===== src/rtl/t1_fmt_pkg.sv =====
`timescale 1ns/1ps
package t1_fmt_pkg;

    localparam int NUM_CH     = 24;
    localparam int CH_BITS    = 8;
    localparam int SF_LEN     = 12;
    localparam int ESF_LEN    = 24;
    localparam int SIG_PERIOD = 6;
    localparam int CRC_W      = 6;
    localparam int FRAME_BITS = 1 + NUM_CH * CH_BITS;
    localparam int CHW        = $clog2(NUM_CH);
    localparam int BW         = $clog2(CH_BITS);
    localparam int FRW        = $clog2(ESF_LEN);
    localparam int PATW       = $clog2(CRC_W);

    // index k of each pattern = k-th frame of that kind
    localparam logic [CRC_W-1:0] SF_SIGFRAME_PAT = 6'b011100;
    localparam logic [CRC_W-1:0] ESF_ALIGN_PAT   = 6'b110100;
    localparam logic [CRC_W-1:0] CRC_POLY        = 6'b000011;

    typedef struct packed {
        logic           fslot;
        logic [CHW-1:0] chan;
        logic [BW-1:0]  bitn;
        logic [FRW-1:0] frame;
        logic           mf_last;
    } slot_t;

    typedef enum logic [2:0] {
        FK_TERM,
        FK_SIGALIGN,
        FK_ESFALIGN,
        FK_LINK,
        FK_CRC
    } fkind_e;

    function automatic fkind_e fbit_kind(logic esf, logic ext, logic [FRW-1:0] fr);
        if (!esf) begin
            if (!fr[0])   return FK_TERM;
            else if (ext) return FK_LINK;
            else          return FK_SIGALIGN;
        end
        if (!fr[0])       return FK_LINK;
        else if (fr[1])   return FK_ESFALIGN;
        return FK_CRC;
    endfunction

    function automatic logic [CRC_W-1:0] crc6_step(logic [CRC_W-1:0] c, logic b);
        logic fb;
        fb = c[CRC_W-1] ^ b;
        return {c[CRC_W-2:0], 1'b0} ^ (fb ? CRC_POLY : '0);
    endfunction

    function automatic logic [CH_BITS-1:0] b7_stuff(logic [CH_BITS-1:0] d, logic en);
        if (en && d == '0) return CH_BITS'(2);
        return d;
    endfunction

    function automatic logic is_sig_frame(logic [FRW-1:0] fr);
        return (int'(fr) % SIG_PERIOD) == SIG_PERIOD - 1;
    endfunction

endpackage


===== src/rtl/t1_slot_counter.sv =====
`timescale 1ns/1ps
module t1_slot_counter
    import t1_fmt_pkg::*;
(
    input  logic  clk,
    input  logic  rst,
    input  logic  bit_en,
    input  logic  esf_mode,
    output slot_t slot
);

    logic           fslot_q;
    logic [CHW-1:0] chan_q;
    logic [BW-1:0]  bit_q;
    logic [FRW-1:0] frame_q;
    logic [FRW-1:0] last_frame;
    logic           chan_end;
    logic           frame_end;

    assign last_frame = esf_mode ? FRW'(ESF_LEN - 1) : FRW'(SF_LEN - 1);
    assign chan_end   = !fslot_q && (bit_q == BW'(CH_BITS - 1));
    assign frame_end  = chan_end && (chan_q == CHW'(NUM_CH - 1));

    always_ff @(posedge clk) begin
        if (rst) begin
            fslot_q <= 1'b1;
            chan_q  <= '0;
            bit_q   <= '0;
            frame_q <= '0;
        end else if (bit_en) begin
            if (fslot_q) begin
                fslot_q <= 1'b0;
            end else if (chan_end) begin
                bit_q <= '0;
                if (frame_end) begin
                    chan_q  <= '0;
                    fslot_q <= 1'b1;
                    frame_q <= (frame_q == last_frame) ? '0 : frame_q + 1'b1;
                end else begin
                    chan_q <= chan_q + 1'b1;
                end
            end else begin
                bit_q <= bit_q + 1'b1;
            end
        end
    end

    assign slot.fslot   = fslot_q;
    assign slot.chan    = chan_q;
    assign slot.bitn    = bit_q;
    assign slot.frame   = frame_q;
    assign slot.mf_last = frame_end && (frame_q == last_frame);


    frame_limit_chk: assert property (@(posedge clk) disable iff (rst)
        frame_q <= last_frame);

endmodule


===== src/rtl/t1_fbit_source.sv =====
`timescale 1ns/1ps
module t1_fbit_source
    import t1_fmt_pkg::*;
(
    input  logic           clk,
    input  logic           rst,
    input  logic           bit_en,
    input  logic           esf_mode,
    input  logic           ext_sbit,
    input  logic           link_bit,
    input  logic           fslot,
    input  logic [FRW-1:0] frame,
    input  logic           mf_last,
    input  logic           sent_bit,
    output logic           fbit
);

    logic [CRC_W-1:0] crc_q;
    logic [CRC_W-1:0] crc_hold_q;
    logic [CRC_W-1:0] crc_next;
    logic [PATW-1:0]  idx;
    fkind_e           kind;

    assign kind = fbit_kind(esf_mode, ext_sbit, frame);
    assign idx  = esf_mode ? PATW'(frame >> 2) : PATW'(frame >> 1);

    always_comb begin
        case (kind)
            FK_TERM:     fbit = ~idx[0];
            FK_SIGALIGN: fbit = SF_SIGFRAME_PAT[idx];
            FK_ESFALIGN: fbit = ESF_ALIGN_PAT[idx];
            FK_LINK:     fbit = link_bit;
            FK_CRC:      fbit = crc_hold_q[PATW'(CRC_W - 1) - idx];
            default:     fbit = 1'b0;
        endcase
    end

    // framing slots enter the check sequence as ones
    assign crc_next = crc6_step(crc_q, fslot ? 1'b1 : sent_bit);

    always_ff @(posedge clk) begin
        if (rst) begin
            crc_q      <= '0;
            crc_hold_q <= '0;
        end else if (bit_en) begin
            if (mf_last) begin
                crc_hold_q <= crc_next;
                crc_q      <= '0;
            end else begin
                crc_q <= crc_next;
            end
        end
    end


    crc_restart_chk: assert property (@(posedge clk) disable iff (rst)
        (bit_en && mf_last) |=> (crc_q == '0));

endmodule


===== src/rtl/t1_chan_shaper.sv =====
`timescale 1ns/1ps
module t1_chan_shaper
    import t1_fmt_pkg::*;
(
    input  logic               clk,
    input  logic               rst,
    input  logic               bit_en,
    input  logic               esf_mode,
    input  logic               sig_en,
    input  logic               yellow_en,
    input  logic               b7_stuff_en,
    input  logic               sig_bit,
    input  logic [CH_BITS-1:0] chan_data,
    input  logic               fslot,
    input  logic [BW-1:0]      bitn,
    input  logic [FRW-1:0]     frame,
    output logic               byte_req,
    output logic               data_bit
);

    logic [CH_BITS-1:0] proc;
    logic [CH_BITS-1:0] byte_q;
    logic [CH_BITS-1:0] cur;
    logic [BW-1:0]      sel;
    logic               lsb_slot;

    always_comb begin
        proc = b7_stuff(chan_data, b7_stuff_en);
        if (yellow_en && !esf_mode) proc[CH_BITS-2] = 1'b0;
    end

    assign byte_req = !fslot && (bitn == '0);

    always_ff @(posedge clk) begin
        if (rst) byte_q <= '0;
        else if (bit_en && byte_req) byte_q <= proc;
    end

    assign cur      = byte_req ? proc : byte_q;
    assign sel      = BW'(CH_BITS - 1) - bitn;
    assign lsb_slot = (bitn == BW'(CH_BITS - 1));
    assign data_bit = (sig_en && lsb_slot && is_sig_frame(frame)) ? sig_bit : cur[sel];


    stuff_nonzero_chk: assert property (@(posedge clk) disable iff (rst)
        (bit_en && byte_req && b7_stuff_en) |=> (byte_q != '0));


    yellow_clear_chk: assert property (@(posedge clk) disable iff (rst)
        (bit_en && byte_req && yellow_en && !esf_mode) |=> !byte_q[CH_BITS-2]);

endmodule


===== src/rtl/t1_tx_formatter.sv =====
`timescale 1ns/1ps
module t1_tx_formatter
    import t1_fmt_pkg::*;
(
    input  logic               clk,
    input  logic               rst,
    input  logic               bit_en,
    input  logic               esf_mode,
    input  logic               ext_sbit,
    input  logic               sig_en,
    input  logic               yellow_en,
    input  logic               b7_stuff_en,
    input  logic [CH_BITS-1:0] chan_data,
    input  logic               sig_bit,
    input  logic               link_bit,
    output logic               byte_req,
    output logic [CHW-1:0]     chan_idx,
    output logic               line_bit,
    output logic               frame_sync,
    output logic               mf_sync
);

    slot_t slot;
    logic  fbit;
    logic  data_bit;
    logic  line_next;

    t1_slot_counter u_cnt (
        .clk      (clk),
        .rst      (rst),
        .bit_en   (bit_en),
        .esf_mode (esf_mode),
        .slot     (slot)
    );

    t1_fbit_source u_fsrc (
        .clk      (clk),
        .rst      (rst),
        .bit_en   (bit_en),
        .esf_mode (esf_mode),
        .ext_sbit (ext_sbit),
        .link_bit (link_bit),
        .fslot    (slot.fslot),
        .frame    (slot.frame),
        .mf_last  (slot.mf_last),
        .sent_bit (line_next),
        .fbit     (fbit)
    );

    t1_chan_shaper u_shp (
        .clk         (clk),
        .rst         (rst),
        .bit_en      (bit_en),
        .esf_mode    (esf_mode),
        .sig_en      (sig_en),
        .yellow_en   (yellow_en),
        .b7_stuff_en (b7_stuff_en),
        .sig_bit     (sig_bit),
        .chan_data   (chan_data),
        .fslot       (slot.fslot),
        .bitn        (slot.bitn),
        .frame       (slot.frame),
        .byte_req    (byte_req),
        .data_bit    (data_bit)
    );

    assign chan_idx  = slot.chan;
    assign line_next = slot.fslot ? fbit : data_bit;

    always_ff @(posedge clk) begin
        if (rst) begin
            line_bit   <= 1'b0;
            frame_sync <= 1'b0;
            mf_sync    <= 1'b0;
        end else if (bit_en) begin
            line_bit   <= line_next;
            frame_sync <= slot.fslot;
            mf_sync    <= slot.fslot && (slot.frame == '0);
        end
    end


    stall_hold_chk: assert property (@(posedge clk) disable iff (rst)
        !bit_en |=> ($stable(line_bit) && $stable(frame_sync) && $stable(mf_sync)));


    mf_in_frame_chk: assert property (@(posedge clk) disable iff (rst)
        mf_sync |-> frame_sync);

endmodule


===== config.mk =====
export PLATFORM = sky130hd
export DESIGN_NAME = t1_tx_formatter
export DESIGN_NICKNAME = d
export VERILOG_FILES = /design/src/rtl/t1_fmt_pkg.sv /design/src/rtl/t1_slot_counter.sv /design/src/rtl/t1_fbit_source.sv /design/src/rtl/t1_chan_shaper.sv /design/src/rtl/t1_tx_formatter.sv
export SDC_FILE = /design/constraint.sdc
export NUM_CORES = 1
export LEC_CHECK = 0
export BUFFER_PORTS_ARGS = -buffer_cell sky130_fd_sc_hd__buf_2
export CAP_MARGIN = 20
export CORE_ASPECT_RATIO = 0.75
export CORE_MARGIN = 2
export CORE_UTILIZATION = 58
export DETAILED_ROUTE_END_ITERATION = 7
export HOLD_SLACK_MARGIN = 0.06
export PLACE_DENSITY_LB_ADDON = 0.25
export REMOVE_ABC_BUFFERS = 1
export SLEW_MARGIN = 15
export SYNTH_ARGS = -nofsm -noshare
export SYNTH_HDL_FRONTEND = slang
export SYNTH_SLANG_ARGS = --single-unit

===== constraint.sdc =====
create_clock -name clk -period 4.3 [get_ports clk]
set_clock_uncertainty 0.2 [all_clocks]
set_input_delay 0.215 -clock clk [delete_from_list [all_inputs] [get_ports clk]]
set_output_delay 0.215 -clock clk [all_outputs]
set_load 0.05 [all_outputs]

Word level (Yosys, flattened, before mapping)
Memories as Yosys holds them, arrays and structs flattened.
Cells that the tools add are included.

storage, ports and cells
  register bits = 37
  memory bits (read-only) = 16
  input port bits = 18
  output and inout bits = 9
  memories kept = 2

memories
  memory           depth  width  read ports  clocked after Yosys merged registers in  wr ports  line                  source
  (no name shown)  8      1      1           0                                        0         t1_fbit_source.sv:30  FK_SIGALIGN: fbit = SF_SIGFRAME_PAT[idx];
  (no name shown)  8      1      1           0                                        0         t1_fbit_source.sv:31  FK_ESFALIGN: fbit = ESF_ALIGN_PAT[idx];

operators by class
  add/subtract/negate cells = 5
  divide/modulo/power cells = 1
  order comparisons = 3
  equal/unequal tests = 8
  mux-type cells = 35
  bitwise gates (word level) = 4
  reductions and logical operators = 20

operator list
  cell                  count
  $eq 32x4->1 const B   1
  $mod 6x4->32 const B  1
  $mux 3                8
  $mux 8                3
  $mux 1                15
  $mux 5                3
  $lt 3x4->1 const B    3
  $add 5x1->5 const B   2
  $logic_and 1x1->1     10
  $logic_not 8->1       1
  $bmux 1 s3            2
  $eq 3x2->1 const B    2
  $eq 3x3->1 const B    2
  $logic_not 3->1       2
  $mux 6                1
  $sub 3x3->3 const A   2
  $xor 6x6->6           1
  $eq 5x5->1            1
  $eq 5x5->1 const B    1
  $logic_not 5->1       1
  $pmux 1 s5            1
  $mux 2                2
  $reduce_and 2->1      2
  $reduce_and 4->1      1
  other kinds (6)       8

Depth between registers and ports, before layout
Gate-level depths: netlist (run 1).

  depth after elaboration = 15
  gate-level depth with buffers = 14
  gate-level depth less buffers = 12

Hierarchy
From an unflattened synthesis (run 1), not the netlist that was laid out.

unflattened totals
  cells, all modules = 274
  area total of the unflattened synthesis = 2204.6 µm²

by module, submodules not included
  module           times used  cells each  area each (µm²)  seq. area each (µm²)
  t1_fbit_source   1           100         758.2            240.2
  t1_slot_counter  1           80          699.4            280.3
  t1_chan_shaper   1           81          603.1            160.2
  t1_tx_formatter  1           13          143.9            60.1

Least setup slack after synthesis (run 1)
OpenSTA, ideal clock, no wires.

  kind = flip-flop to flip-flop
  start point = reg u_cnt.frame_q[3]
  end point = reg u_fsrc.crc_hold_q[1]
  setup time = 88 ps
  data arrival time = 2812 ps
  required time = 4012 ps
  slack = 1199 ps
  stages on the path, launching flop included = 14
  path buffers = 2
  period minus slack after synthesis = 3101 ps
  cell sequence = dfxtp_1 > buf_2 > clkbuf_1 > ha_1 > o32ai_2 > o21bai_1 > ha_1 > nand2b_1 > o21ai_1 > o2111ai_2 > nor4_2 > a211o_1 > or3_1 > a311oi_2

on the way
  cells in the longest elaborated chain, start to end = 10

RTL lines
  element                                                                line                   source
  start: declaration                                                     t1_slot_counter.sv:15  logic [FRW-1:0] frame_q;
  start signal: assignment                                               t1_slot_counter.sv:38  frame_q <= (frame_q == last_frame) ? '0 : frame_q + 1'b1;
  parallel branches: the longest is 10 deep, another holds $mod 6x4->32  n/a
  end signal: assignment                                                 t1_fbit_source.sv:47   crc_hold_q <= crc_next;
  end: declaration                                                       t1_fbit_source.sv:19   logic [CRC_W-1:0] crc_hold_q;

Several ways; the timed one is not identified. The select of a mux whose other input is x is not followed.
A chain may end at the register's enable or synchronous reset.

Final worst setup path (run 1)
  start point = reg u_cnt.frame_q[4]
  end point = reg u_fsrc.crc_hold_q[1]

The elaborated chain is that of the path after synthesis.

==> results_tabular.tex, run 1 <==
\begin{tabular}{lr}
\hline
Metric & Value \\
\hline
\multicolumn{2}{l}{\textbf{Worst setup path}} \\
Data arrival time of the critical path & 3.42 ns \\
Worst flop-to-flop path startpoint & u\_cnt.frame\_q[4]\$\_SDFFE\_PP0P\_ \\
CP endpoint kind & flop \\
Startpoint types & flop \\
Capture instance of the worst register-to-register path & u\_fsrc.crc\_hold\_q[1]\$\_SDFFE\_PP0P\_ \\
Data required time of the worst path & 4.30 ns \\
R2R setup slack & 0.88 ns \\
Worst setup path startpoint & u\_cnt.frame\_q[4]\$\_SDFFE\_PP0P\_ \\
Kind of critical path & reg2reg \\
Cells on worst reg2reg path & 11 \\
Maximum net fanout on the critical path & 13 \\
\multicolumn{2}{l}{\textbf{Floorplanning}} \\
Area of the die & 4492 sq um \\
Site Rows & 19 \\
Initial cell density of the core & 0.6165 \\
Vertical extent of the die & 58.55 um \\
Core region area & 3732 sq um \\
Number of ports placed on the die boundary & 27 \\
Die X-Extent & 76.73 um \\
\multicolumn{2}{l}{\textbf{Finish}} \\
Antenna diodes & 0 \\
Layout cell share with drive strength beyond 1 & 0.1644 \\
Filler-free cell count of the finished design & 350 \\
Final layout net count & 327 \\
Syn-to-layout area delta & 10.01\% \\
\multicolumn{2}{l}{\textbf{Pwr}} \\
Comb power frac & 0.123 \\
Leakage power total & 0.0009814 uW \\
Switching power share of the total & 0.2570 \\
Peak supply drop & 214.7 uV \\
Psw & 177.2 uW \\
Total internal power & 512.3 uW \\
Clock network fraction of total power & 0.351 \\
Power density normalized to cell area & 272.4 nW/um\^{}2 \\
Reg power frac & 0.526 \\
\multicolumn{2}{l}{\textbf{Clock network}} \\
Post-cts sizing count & 0 \\
CTS buffer count & 5 \\
Clock sink total & 37 \\
Maximum root-to-sink buffer count & 2 \\
Clk root buf & clkbuf\_8 \\
Number of H-tree levels & 2 \\
Hold buffer count at cts & 7 \\
Clock latency on the worst-skew pair & 0.28 ns \\
Post-CTS Setup Bufs & 0 \\
TritonCTS clock tree & done \\
Worst-path clk slew & 0.07 ns \\
\multicolumn{2}{l}{\textbf{Logic synthesis}} \\
Synthesized instance count & 276 \\
Number of warning messages in the yosys log & 0 \\
Number of flops mapped to enable cells by yosys & 0 \\
Commonest cells in the synthesized netlist & dfxtp\_1 (37), nand2\_1 (30), nor2\_1 (29) \\
Share of synthesized registers carrying an async set or reset & 0 \\
Leading cell type by number of instances after synthesis & dfxtp\_1 \\
Netlist cell types & 55 \\
Top cells by area in the synthesized netlist & dfxtp\_1 (32\%), ha\_1 (6.0\%), nand2\_1 (4.9\%) \\
Post-synth top flop & dfxtp\_1 \\
Count of state elements after synthesis & 37 \\
Post-synthesis area per instance & 8.337 sq um \\
Netlist area before placement & 2301 sq um \\
Share of the synthesized area in the top cell type & 0.3219 \\
Cell type with the largest total area after synthesis & dfxtp\_1 \\
Sequential cell area fraction in the yosys report & 0.3219 \\
\multicolumn{2}{l}{\textbf{Route}} \\
Post-route antenna net violation count & 0 \\
Aggregate routed wire length & 5.373 mm \\
Detailed-router iteration count before antenna repair & 5 \\
Count of routing violations after the opening detailed-route iteration & 215 \\
Remaining routing DRC violations & 0 \\
DR WL/cell & 15.35 um \\
Total number of vias & 2,083 \\
DR vias/cell & 5.951 \\
\multicolumn{2}{l}{\textbf{Hold path}} \\
Startpoint of the worst hold path & bit\_en \\
Hold Path End & u\_cnt.fslot\_q\$\_SDFFE\_PP1P\_ \\
Class of the most critical hold timing path & in2reg \\
Hold Path Stages & 2 \\
\multicolumn{2}{l}{\textbf{STA}} \\
Worst-case headroom to the max-slew limit & 0.4854 \\
Setup slack of the critical path after layout & 0.8771 ns \\
Final total negative setup slack & 0 ns \\
Final critical-path share of the clock period & 0.7960 \\
Final setup fails & 0 \\
Maximum clock frequency & 0.2921 GHz \\
Slew at the pin closest to its max-slew limit & 0.7703 ns \\
Count of pins over their slew limit & 0 \\
Minimum clock period after layout & 3.423 ns \\
Worst hold slack & 0.06743 ns \\
Unrepaired setup endpoints after global routing & no \\
Hold violation count in the final report & 0 \\
\multicolumn{2}{l}{\textbf{GRT}} \\
Initial antenna violation count & 0 \\
Largest net degree at the start of global routing & 40 \\
Overall Global Routing Usage & 0.2530 \\
Number of global-route vias before repair & 1,871 \\
First-pass GRT wire length & 8.921 mm \\
Total grt overflow & 0 \\
\multicolumn{2}{l}{\textbf{Placed design}} \\
Worst setup slack before clock tree synthesis & 0.9452 ns \\
Number of input and output port buffers inserted & 26 \\
Half-perimeter wire length of the detailed placement result & 3.746 mm \\
Number of placed cells counting well taps & 336 \\
Final weighted congestion in routability-driven placement & 0.8664 \\
\multicolumn{2}{l}{\textbf{Run}} \\
Max-cap violations & 0 \\
\multicolumn{2}{l}{\textbf{Outcome}} \\
Outcome & complete, no violations \\
\hline
\end{tabular}
-- through the flow --
step / area, sq um / util / total power (uW)
after global placement: 2375 / 0.6363 / 447.3
final: 2531 / 0.6782 / 689.5
after floorplan: 2180 / - / 416.7
after global routing: 2531 / 0.6782 / 720.7
after detailed placement: 2375 / 0.6363 / 448.4
after CTS: 2531 / 0.6782 / 693.2
-- cell type report --
type | count | area [sq um]
Sequential cell | 37 | 740.7
Multi-Input combinational cell | 209 | 1394
Tap cell | 52 | 65.06
Timing Repair Buffer | 33 | 200.2
Inverter | 12 | 45.04
Fill cell | 320 | 1201
Clock buffer | 7 | 86.33
-- critical path, cell delays in order (launching register included) --
cell and delay, ns:
dfxtp_1 0.65, ha_1 0.37, o32ai_2 0.32, o21bai_1 0.16, ha_1 0.15, nand2b_1 0.11
o21ai_1 0.08, o2111ai_2 0.31, nor4_2 0.06, a211o_1 0.36, or3_1 0.34, a311oi_2 0.22
-- registers in the layout, indices dropped and copies added, names as in the netlist --
signal,cells
line_bit,1
u_cnt.fslot_q,1
u_shp.byte_q,8
u_cnt.chan_q,5
frame_sync,1
u_cnt.frame_q,5
u_fsrc.crc_hold_q,6
u_fsrc.crc_q,6
u_cnt.bit_q,3
mf_sync,1
-- power by group through the flow --
stage | sequential (uW) | combinational, uW | clock (uW)
floorplan | 375 | 42.1 | 0
global placement | 370 | 77.7 | 0
detailed placement | 370 | 78.3 | 0
CTS | 362 | 83.5 | 247
global route | 363 | 92.8 | 265
finish | 363 | 84.7 | 242
-- worst max-delay path by stage --
| stage | endpoint | slack (ns) |
|---|---|---|
| floorplan | u_fsrc.crc_hold_q[1]$_SDFFE_PP0P_ | 1.21 |
| global placement | u_fsrc.crc_hold_q[1]$_SDFFE_PP0P_ | 1.03 |
| detailed placement | u_fsrc.crc_hold_q[1]$_SDFFE_PP0P_ | 0.95 |
| CTS | u_fsrc.crc_hold_q[1]$_SDFFE_PP0P_ | 0.91 |
| global route | u_fsrc.crc_hold_q[1]$_SDFFE_PP0P_ | 0.72 |
| finish | u_fsrc.crc_hold_q[1]$_SDFFE_PP0P_ | 0.88 |
-- metal layers --
metal,track usage,vias up,wire (um)
met2,0.3835,47,2355
met5,0,-,0
met3,0.05675,7,233
met1,0.3644,992,2728
li1,-,1037,-
met4,0.07273,0,55
-- kinds of logic after synthesis --
family,share of synthesized area
AND/OR/NAND/NOR,0.2643
multiplexers,0.05438
adder cells (fa/ha/maj),0.05981
XOR/XNOR,0.02284
buffers and inverters,0.07232
AO/OA/AOI/OAI,0.2045
flip-flops,0.3219
-- cells in the final DEF, fill, tap and decap left out, types with 3 or more instances in the layout --
master,n
buf_2,26
o21ai_1,3
mux2i_1,11
dfxtp_1,37
nand4_1,5
nor4b_1,4
a211oi_1,4
nand2_1,30
or3_1,5
a31oi_1,3
a22oi_1,7
and3_1,3
nand2b_1,5
nor2b_1,3
xor2_1,4
nor2_1,29
ha_1,11
o211ai_1,3
clkbuf_8,6
nand3_1,6
nand3b_1,4
a21oi_1,21
dlygate4sd3_1,7
inv_1,8
nor3_1,11
o21ai_0,6
inv_2,4
Power figures use the tool's default switching activity.
==> run 2: changes to the inputs <==
--- a/config.mk
+++ b/config.mk
@@ -5,6 +5,7 @@
 export SDC_FILE = /design/constraint.sdc
 export NUM_CORES = 1
 export LEC_CHECK = 0
+export ABC_AREA = 1
 export BUFFER_PORTS_ARGS = -buffer_cell sky130_fd_sc_hd__buf_2
 export CAP_MARGIN = 20
 export CORE_ASPECT_RATIO = 0.75
==> constraint.sdc (replaced) <==
create_clock -name clk -period 3.5 [get_ports clk]
set_clock_uncertainty 0.2 [all_clocks]
set_input_delay 0.175 -clock clk [delete_from_list [all_inputs] [get_ports clk]]
set_output_delay 0.175 -clock clk [all_outputs]
set_load 0.05 [all_outputs]
==> run 2 against run 1 <==
Net effect:
- worst hold slack better by 0.0016 ns
- sequential cell count did not move
- synthesized area shrank 4.3%
- core utilization increased by 0.60 points
- final area fell by 1.0%
- critical path type unchanged
==> results_tabular.tex, run 2 <==
\begin{tabular}{lr}
\hline
Metric & Value \\
\hline
\multicolumn{2}{l}{\textbf{Pwr}} \\
Clock network fraction of total power & 0.348 (-0.003) \\
Switching power share of the total & 0.3006 (+0.04362) \\
Leakage power total & 0.001097 uW (+12\%) \\
Comb power frac & 0.151 (+0.028) \\
Peak supply drop & 267.8 uV (+25\%) \\
Reg power frac & 0.501 (-0.025) \\
Power density normalized to cell area & 355.2 nW/um\^{}2 (+30\%) \\
Total internal power & 622.3 uW (+21\%) \\
Psw & 267.5 uW (+51\%) \\
\multicolumn{2}{l}{\textbf{Worst setup path}} \\
Startpoint types & flop \\
R2R setup slack & 0.66 ns (-0.22 ns) \\
CP Cell Sequence & ha\_1 -> o21ai\_1 -> o21ai\_0 -> nand2\_1 -> nand2\_1 -> ha\_1 -> or2\_0 -> a21oi\_1 -> nor2\_1 -> nand3\_1 -> nand2\_1 -> inv\_2 -> nand2\_2 -> nand2\_1 -> nand3\_2 -> nand3\_1 -> a21oi\_2 \\
Slowest cell on the critical path & dfxtp\_1 \\
Kind of critical path & reg2reg \\
Worst setup path startpoint & u\_cnt.frame\_q[3]\$\_SDFFE\_PP0P\_ \\
Worst flop-to-flop path startpoint & u\_cnt.frame\_q[3]\$\_SDFFE\_PP0P\_ \\
Cell with the most instances on the worst path & nand2\_1 \\
CP endpoint kind & flop \\
Critical path's top delay family & simple AND/OR/NAND/NOR gates \\
Data required time of the worst path & 3.48 ns (-0.82 ns) \\
CP peak stage delay & 0.52 ns (-0.13 ns) \\
Data arrival time of the critical path & 2.82 ns (-0.60 ns) \\
Worst Path Buf+Inv & 1 (+1) \\
Maximum net fanout on the critical path & 11 (-2) \\
\multicolumn{2}{l}{\textbf{Clock network}} \\
Clock sink total & 37 (unchanged) \\
Worst-path clk slew & 0.08 ns (about the same) \\
Number of H-tree levels & 2 (unchanged) \\
Post-cts sizing count & 0 (unchanged) \\
Clock latency on the worst-skew pair & 0.30 ns (+0.02 ns) \\
Maximum root-to-sink buffer count & 2 (unchanged) \\
TritonCTS clock tree & done \\
Clk root buf & clkbuf\_8 \\
CTS buffer count & 5 (unchanged) \\
\multicolumn{2}{l}{\textbf{STA}} \\
Final setup fails & 0 (unchanged) \\
Unrepaired setup endpoints after global routing & no \\
Minimum clock period after layout & 2.843 ns (-0.5801 ns) \\
Worst-case headroom to the max-slew limit & 0.7160 (+0.2306) \\
Hold violation count in the final report & 0 (unchanged) \\
Final critical-path share of the clock period & 0.8122 (+0.01620) \\
Slew at the pin closest to its max-slew limit & 0.4260 ns (-0.3443 ns) \\
Final total negative setup slack & 0 ns (unchanged) \\
Count of pins over their slew limit & 0 (unchanged) \\
Maximum clock frequency & 0.3518 GHz (+20\%) \\
\multicolumn{2}{l}{\textbf{Route}} \\
Total number of vias & 2,212 (+6.2\%) \\
Aggregate routed wire length & 5.290 mm (-1.5\%) \\
Remaining routing DRC violations & 0 (unchanged) \\
DR vias/cell & 5.369 (-9.8\%) \\
Count of routing violations after the opening detailed-route iteration & 182 (-15\%) \\
Post-route antenna net violation count & 0 (unchanged) \\
Detailed-router iteration count before antenna repair & 6 (+1) \\
DR WL/cell & 12.84 um (-16\%) \\
\multicolumn{2}{l}{\textbf{Logic synthesis}} \\
Top cells by area in the synthesized netlist & dfxtp\_1 (34\%), nand2\_1 (15\%), nand3\_1 (6.8\%) \\
Count of state elements after synthesis & 37 (unchanged) \\
Post-synthesis area per instance & 6.673 sq um (-20\%) \\
Number of warning messages in the yosys log & 0 (unchanged) \\
Share of synthesized registers carrying an async set or reset & 0 (unchanged) \\
Post-synth top flop & dfxtp\_1 \\
Share of the synthesized area in the top cell type & 0.3364 (+0.01445) \\
Synthesized instance count & 330 (+20\%) \\
Leading cell type by number of instances after synthesis & nand2\_1 \\
Cell type with the largest total area after synthesis & dfxtp\_1 \\
Number of flops mapped to enable cells by yosys & 0 (unchanged) \\
Netlist area before placement & 2202 sq um (-4.3\%) \\
Sequential cell area fraction in the yosys report & 0.3364 (+0.01445) \\
Commonest cells in the synthesized netlist & nand2\_1 (90), dfxtp\_1 (37), nand3\_1 (30) \\
Netlist cell types & 32 (-42\%) \\
\multicolumn{2}{l}{\textbf{Run}} \\
Max-cap violations & 0 (unchanged) \\
\multicolumn{2}{l}{\textbf{Outcome}} \\
Outcome & complete, no violations \\
\multicolumn{2}{l}{\textbf{Finish}} \\
Antenna diodes & 0 (unchanged) \\
Post-layout util & 0.6842 (+0.006035) \\
Most common cell after layout, fill and taps aside & nand2\_1 \\
Commonest cells after routing, fill and taps aside & nand2\_1 (90), dfxtp\_1 (37), nand3\_1 (30) \\
Syn-to-layout area delta & 13.75\% \\
Flip-flop count of the largest register after layout & 8 (unchanged) \\
Fin area & 2505 sq um (-1.0\%) \\
Largest reg by FF count & u\_shp.byte\_q \\
Regs by FF count & u\_shp.byte\_q (8), u\_fsrc.crc\_hold\_q (6), u\_fsrc.crc\_q (6) \\
Filler-free cell count of the finished design & 412 (+18\%) \\
Final layout net count & 388 (+19\%) \\
Layout cell share with drive strength beyond 1 & 0.1667 (+0.002237) \\
\multicolumn{2}{l}{\textbf{Floorplanning}} \\
Die X-Extent & 75.15 um (-2.1\%) \\
Vertical extent of the die & 57.37 um (-2.0\%) \\
Initial cell density of the core & 0.6015 (-0.01499) \\
Number of ports placed on the die boundary & 27 (unchanged) \\
Core region area & 3661 sq um (-1.9\%) \\
Site Rows & 19 (unchanged) \\
Area of the die & 4311 sq um (-4.0\%) \\
\multicolumn{2}{l}{\textbf{Placed design}} \\
Number of input and output port buffers inserted & 26 (unchanged) \\
Final weighted congestion in routability-driven placement & 0.9049 (+4.4\%) \\
Placement Cell Area & 2323 sq um (-2.2\%) \\
Number of placed cells counting well taps & 395 (+18\%) \\
Half-perimeter wire length of the detailed placement result & 3.887 mm (+3.8\%) \\
\multicolumn{2}{l}{\textbf{GRT}} \\
Largest net degree at the start of global routing & 19 (-53\%) \\
First-pass GRT wire length & 9.204 mm (+3.2\%) \\
Number of global-route vias before repair & 2,041 (+9.1\%) \\
Overall Global Routing Usage & 0.2773 (+0.02436) \\
Initial antenna violation count & 0 (unchanged) \\
Total grt overflow & 0 (unchanged) \\
\multicolumn{2}{l}{\textbf{Hold path}} \\
Class of the most critical hold timing path & in2reg \\
Startpoint of the worst hold path & b7\_stuff\_en \\
\hline
\end{tabular}
## run 2: changes by cell type after synthesis, sizes merged, moves of 7 or more
cell / delta
nand2: +60
nand3: +27
inv: +23
o21ai: +14
mux2i: -11
a22oi: -7
nor3: -7
## run 2: layout make-up
type	instances	area, sq um
clock inverters	3	22.52
multi-input cells	245	1256
inverters	35	131.4
well taps	52	65.06
flip-flops and latches	37	740.7
repair buffers	35	220.2
clock buffers	5	68.82
fillers	324	1156
## run 2: cell families (layout without fill, tap and decap cells)
group,count (synthesis),count (layout),share of synthesized area
adders and majority gates,11,11,0.06250
xor gates and xnor gates,1,1,0.003978
DFF,37,37,0.3364
buffers and inverters,48,78,0.09318
and+or+nand+nor,172,172,0.3511
AOI/OAI and AO/OA,61,61,0.1528
## run 2: worst register-to-register path, stage by stage, from the launching register on
cell	delay, ns
dfxtp_1	0.52
ha_1	0.31
o21ai_1	0.26
o21ai_0	0.13
nand2_1	0.08
nand2_1	0.05
ha_1	0.17
or2_0	0.23
a21oi_1	0.13
nor2_1	0.07
nand3_1	0.07
nand2_1	0.06
inv_2	0.07
nand2_2	0.07
nand2_1	0.09
nand3_2	0.07
nand3_1	0.10
a21oi_2	0.05
## run 2: layer usage
metal	wire (um)	up-vias	track usage
met5	0	-	0
li1	-	1146	-
met2	2224	85	0.4048
met1	2621	975	0.4116
met3	401	6	0.06890
met4	42	0	0.06767
## run 2: path summary, 6_finish.rpt
| kind | to | cells past startpoint |
|---|---|---|
| max | u_fsrc.crc_q[1]$_SDFFE_PP0P_ | 17 |
| min | u_shp.byte_q[1]$_SDFFE_PP0P_ | 5 |
| max reg2reg | u_fsrc.crc_q[1]$_SDFFE_PP0P_ | 17 |
| min reg2reg | u_shp.byte_q[0]$_SDFFE_PP0P_ | 2 |
## run 2: power groups by stage
stage | registers, uW | clock network (uW) | logic (uW)
after floorplan | 462 | 0 | 76.0
after global placement | 455 | 0 | 123
after detailed placement | 455 | 0 | 124
after CTS | 445 | 315 | 133
after global routing | 448 | 342 | 150
final | 446 | 310 | 135
## run 2: what timing repair did
item / CTS / global route
hold buffers: 9 / 0
hold endpoints to repair: 9 / 0
buffers inserted: 0 / 0
## run 2: stage by stage
step,total power [uW],hold WS [ns],setup slack (ns)
final,889.7,0.06898,0.6572
after detailed placement,579.7,0.2356,0.7006
after global routing,940.1,0.08972,0.3179
after global placement,577.5,0.2349,0.7837
after CTS,893.2,0.06383,0.7036
after floorplan,538.5,0.03744,0.9457
==> run 3: changes to the inputs <==
--- a/config.mk
+++ b/config.mk
@@ -10,7 +10,7 @@
 export CAP_MARGIN = 20
 export CORE_ASPECT_RATIO = 0.75
 export CORE_MARGIN = 2
-export CORE_UTILIZATION = 58
+export CORE_UTILIZATION = 52
 export DETAILED_ROUTE_END_ITERATION = 7
 export HOLD_SLACK_MARGIN = 0.06
 export PLACE_DENSITY_LB_ADDON = 0.25
==> constraint.sdc (replaced) <==
create_clock -name clk -period 2.6 [get_ports clk]
set_clock_uncertainty 0.2 [all_clocks]
set_input_delay 0.13 -clock clk [delete_from_list [all_inputs] [get_ports clk]]
set_output_delay 0.13 -clock clk [all_outputs]
set_load 0.05 [all_outputs]
==> run 3 against run 2 <==
Net effect:
- largest cell class unchanged
- clock-buffer cell count stayed put
- combinational power grew 44%
- highest routed layer unchanged
- via count is 2.8% higher
- worst hold slack improved by 0.072 ns
- sequential power rose by 34%
- worst setup slack got worse by 0.56 ns
- sequential cell count unchanged
- register-to-register slack worse by 0.52 ns
- final cell count increased by 4.4%
- largest power group unchanged
==> results_tabular.tex, run 3 (synthesized netlist as in run 2, its figures left out) <==
\begin{tabular}{lr}
\hline
Metric & Value \\
\hline
\multicolumn{2}{l}{\textbf{STA}} \\
Final critical-path share of the clock period & 0.9645 \\
Worst hold slack & 0.1410 ns (+0.07205 ns) \\
Maximum clock frequency & 0.3988 GHz \\
Count of pins over their slew limit & 0 (unchanged) \\
Minimum clock period after layout & 2.508 ns \\
Worst-case headroom to the max-slew limit & 0.7198 (+0.003778) \\
Slew at the pin closest to its max-slew limit & 0.4199 ns (-0.006129 ns) \\
Final setup fails & 0 (unchanged) \\
Hold violation count in the final report & 0 (unchanged) \\
\multicolumn{2}{l}{\textbf{Finish}} \\
Final layout net count & 403 (+3.9\%) \\
Count of fill cells added during filler insertion & 377 (+16\%) \\
Most common cell after layout, fill and taps aside & nand2\_1 \\
Commonest cells after routing, fill and taps aside & nand2\_1 (88), dfxtp\_1 (36), nand3\_1 (29) \\
Syn-to-layout area delta & 21.14\% \\
Antenna diodes & 0 (unchanged) \\
Regs by FF count & u\_shp.byte\_q (8), u\_fsrc.crc\_hold\_q (6), u\_fsrc.crc\_q (6) \\
Largest reg by FF count & u\_shp.byte\_q \\
Flip-flop count of the largest register after layout & 8 (unchanged) \\
Layout cell share with drive strength beyond 1 & 0.2053 (+0.03867) \\
\multicolumn{2}{l}{\textbf{Floorplanning}} \\
Site Rows & 20 (+1) \\
Area of the die & 4776 sq um (+11\%) \\
Core region area & 4054 sq um (+11\%) \\
Number of ports placed on the die boundary & 27 (unchanged) \\
Die X-Extent & 79.14 um (+5.3\%) \\
Initial cell density of the core & 0.5432 (-0.05829) \\
Vertical extent of the die & 60.36 um (+5.2\%) \\
\multicolumn{2}{l}{\textbf{Worst setup path}} \\
CP endpoint kind & flop \\
Data arrival time of the critical path & 2.55 ns (-0.27 ns) \\
Startpoint types & input pin \\
Cells on worst reg2reg path & 17 (unchanged) \\
Worst setup path startpoint & bit\_en \\
Data required time of the worst path & 2.64 ns (-0.84 ns) \\
R2R setup slack & 0.14 ns (-0.52 ns) \\
Worst flop-to-flop path startpoint & u\_cnt.frame\_q[4]\$\_SDFFE\_PP0P\_ \\
Kind of critical path & in2reg \\
Maximum net fanout on the critical path & 12 (+1) \\
Capture instance of the worst register-to-register path & u\_fsrc.crc\_q[1]\$\_SDFFE\_PP0P\_ \\
\multicolumn{2}{l}{\textbf{Route}} \\
Post-route antenna net violation count & 0 (unchanged) \\
Remaining routing DRC violations & 0 (unchanged) \\
Detailed-router iteration count before antenna repair & 4 (-2) \\
Total number of vias & 2,275 (+2.8\%) \\
Aggregate routed wire length & 5.615 mm (+6.1\%) \\
DR WL/cell & 13.06 um (+1.7\%) \\
Count of routing violations after the opening detailed-route iteration & 179 (-1.6\%) \\
DR vias/cell & 5.291 (-1.5\%) \\
\multicolumn{2}{l}{\textbf{Clock network}} \\
Clock sink total & 37 (unchanged) \\
Number of H-tree levels & 2 (unchanged) \\
CTS buffer count & 5 (unchanged) \\
Maximum root-to-sink buffer count & 2 (unchanged) \\
TritonCTS clock tree & done \\
Worst-path clk slew & 0.08 ns (about the same) \\
Clock latency on the worst-skew pair & 0.30 ns (about the same) \\
Clk root buf & clkbuf\_8 \\
\multicolumn{2}{l}{\textbf{GRT}} \\
Total grt overflow & 0 (unchanged) \\
Number of global-route vias before repair & 1,944 (-4.8\%) \\
Initial antenna violation count & 0 (unchanged) \\
Overall Global Routing Usage & 0.2490 (-0.02829) \\
Largest net degree at the start of global routing & 19 (unchanged) \\
First-pass GRT wire length & 9.163 mm (-0.45\%) \\
\multicolumn{2}{l}{\textbf{Pwr}} \\
Peak supply drop & 415.5 uV (+55\%) \\
Power density normalized to cell area & 454.4 nW/um\^{}2 (+28\%) \\
Design Power & 1212 uW (+36\%) \\
Leakage power total & 0.001170 uW (+6.6\%) \\
\multicolumn{2}{l}{\textbf{Placed design}} \\
Final weighted congestion in routability-driven placement & 0.8378 (-7.4\%) \\
Half-perimeter wire length of the detailed placement result & 4.001 mm (+2.9\%) \\
Number of input and output port buffers inserted & 26 (unchanged) \\
\multicolumn{2}{l}{\textbf{Hold path}} \\
Class of the most critical hold timing path & in2reg \\
Hold Path Stages & 6 (+1) \\
Hold Path End & u\_fsrc.crc\_hold\_q[0]\$\_SDFFE\_PP0P\_ \\
Startpoint of the worst hold path & sig\_bit \\
\multicolumn{2}{l}{\textbf{Run}} \\
Max-cap violations & 0 (unchanged) \\
\multicolumn{2}{l}{\textbf{Outcome}} \\
Outcome & complete, no violations \\
\hline
\end{tabular}
-- run 3: area by class of cell --
type | count | area (sq um) | area share
clock buffer | 5 | 68.82 | 0.02580
multi-input combinational | 245 | 1286 | 0.4822
tap | 55 | 68.82 | 0.02580
sequential | 37 | 742.0 | 0.2781
clock inverter | 3 | 21.27 | 0.007974
inverter | 35 | 131.4 | 0.04925
timing repair buffer | 50 | 349.1 | 0.1309
-- run 3: what timing repair did --
item | CTS | global route
hold buffers | 14 | 0
endpoints found under the setup margin | 0 | 3
endpoints found under the hold margin | 15 | 0
resized for setup | 0 | 10
buffers inserted | 0 | 2
-- run 3: worst max path at each step --
stage / to / slack, ns / cells past startpoint
5_1_grt: u_fsrc.crc_q[1]$_SDFFE_PP0P_ / -0.03 / 17
6_report: u_shp.byte_q[7]$_SDFFE_PP0P_ / 0.09 / 10
4_1_cts: u_fsrc.crc_q[1]$_SDFFE_PP0P_ / 0.02 / 17
3_5_place_dp: u_fsrc.crc_q[1]$_SDFFE_PP0P_ / 0.05 / 17
3_3_place_gp: u_fsrc.crc_q[1]$_SDFFE_PP0P_ / 0.17 / 17
2_1_floorplan: u_fsrc.crc_q[1]$_SDFFE_PP0P_ / 0.05 / 17
-- run 3: metrics by stage --
stage | setup WS (ns) | setup TNS [ns] | util | cell area (sq um) | std cells
after floorplan | 0.04571 | 0 | - | 2128 | 317
after global placement | 0.1694 | 0 | 0.5889 | 2387 | 406
after detailed placement | 0.05139 | 0 | 0.5889 | 2387 | 406
after CTS | 0.02173 | 0 | 0.6457 | 2618 | 428
after global routing | -0.03005 | -0.03005 | 0.6580 | 2668 | 430
final | 0.09222 | 0 | 0.6580 | 2668 | 430
-- run 3: critical path: stages --
cell           delay (ns)
dlygate4sd3_1        0.53
buf_2                0.15
inv_1                0.33
nor2_1               0.12
inv_2                0.19
nor2_2               0.06
inv_1                0.20
nand2_1              0.10
a21oi_1              0.15
dlygate4sd3_1        0.58
-- run 3: report_power, final --
part	internal (uW)	switching, uW
clock	190	228
sequential	585	13.6
combinational	71.1	124
total	846	366
-- run 3: routing by layer --
layer	vias to the layer above	global-route usage	routed length [um]
met3	6	0.06101	304
li1	1171	-	-
met5	-	0	0
met1	1035	0.3672	2945
met4	0	0.05911	53
met2	63	0.3705	2312
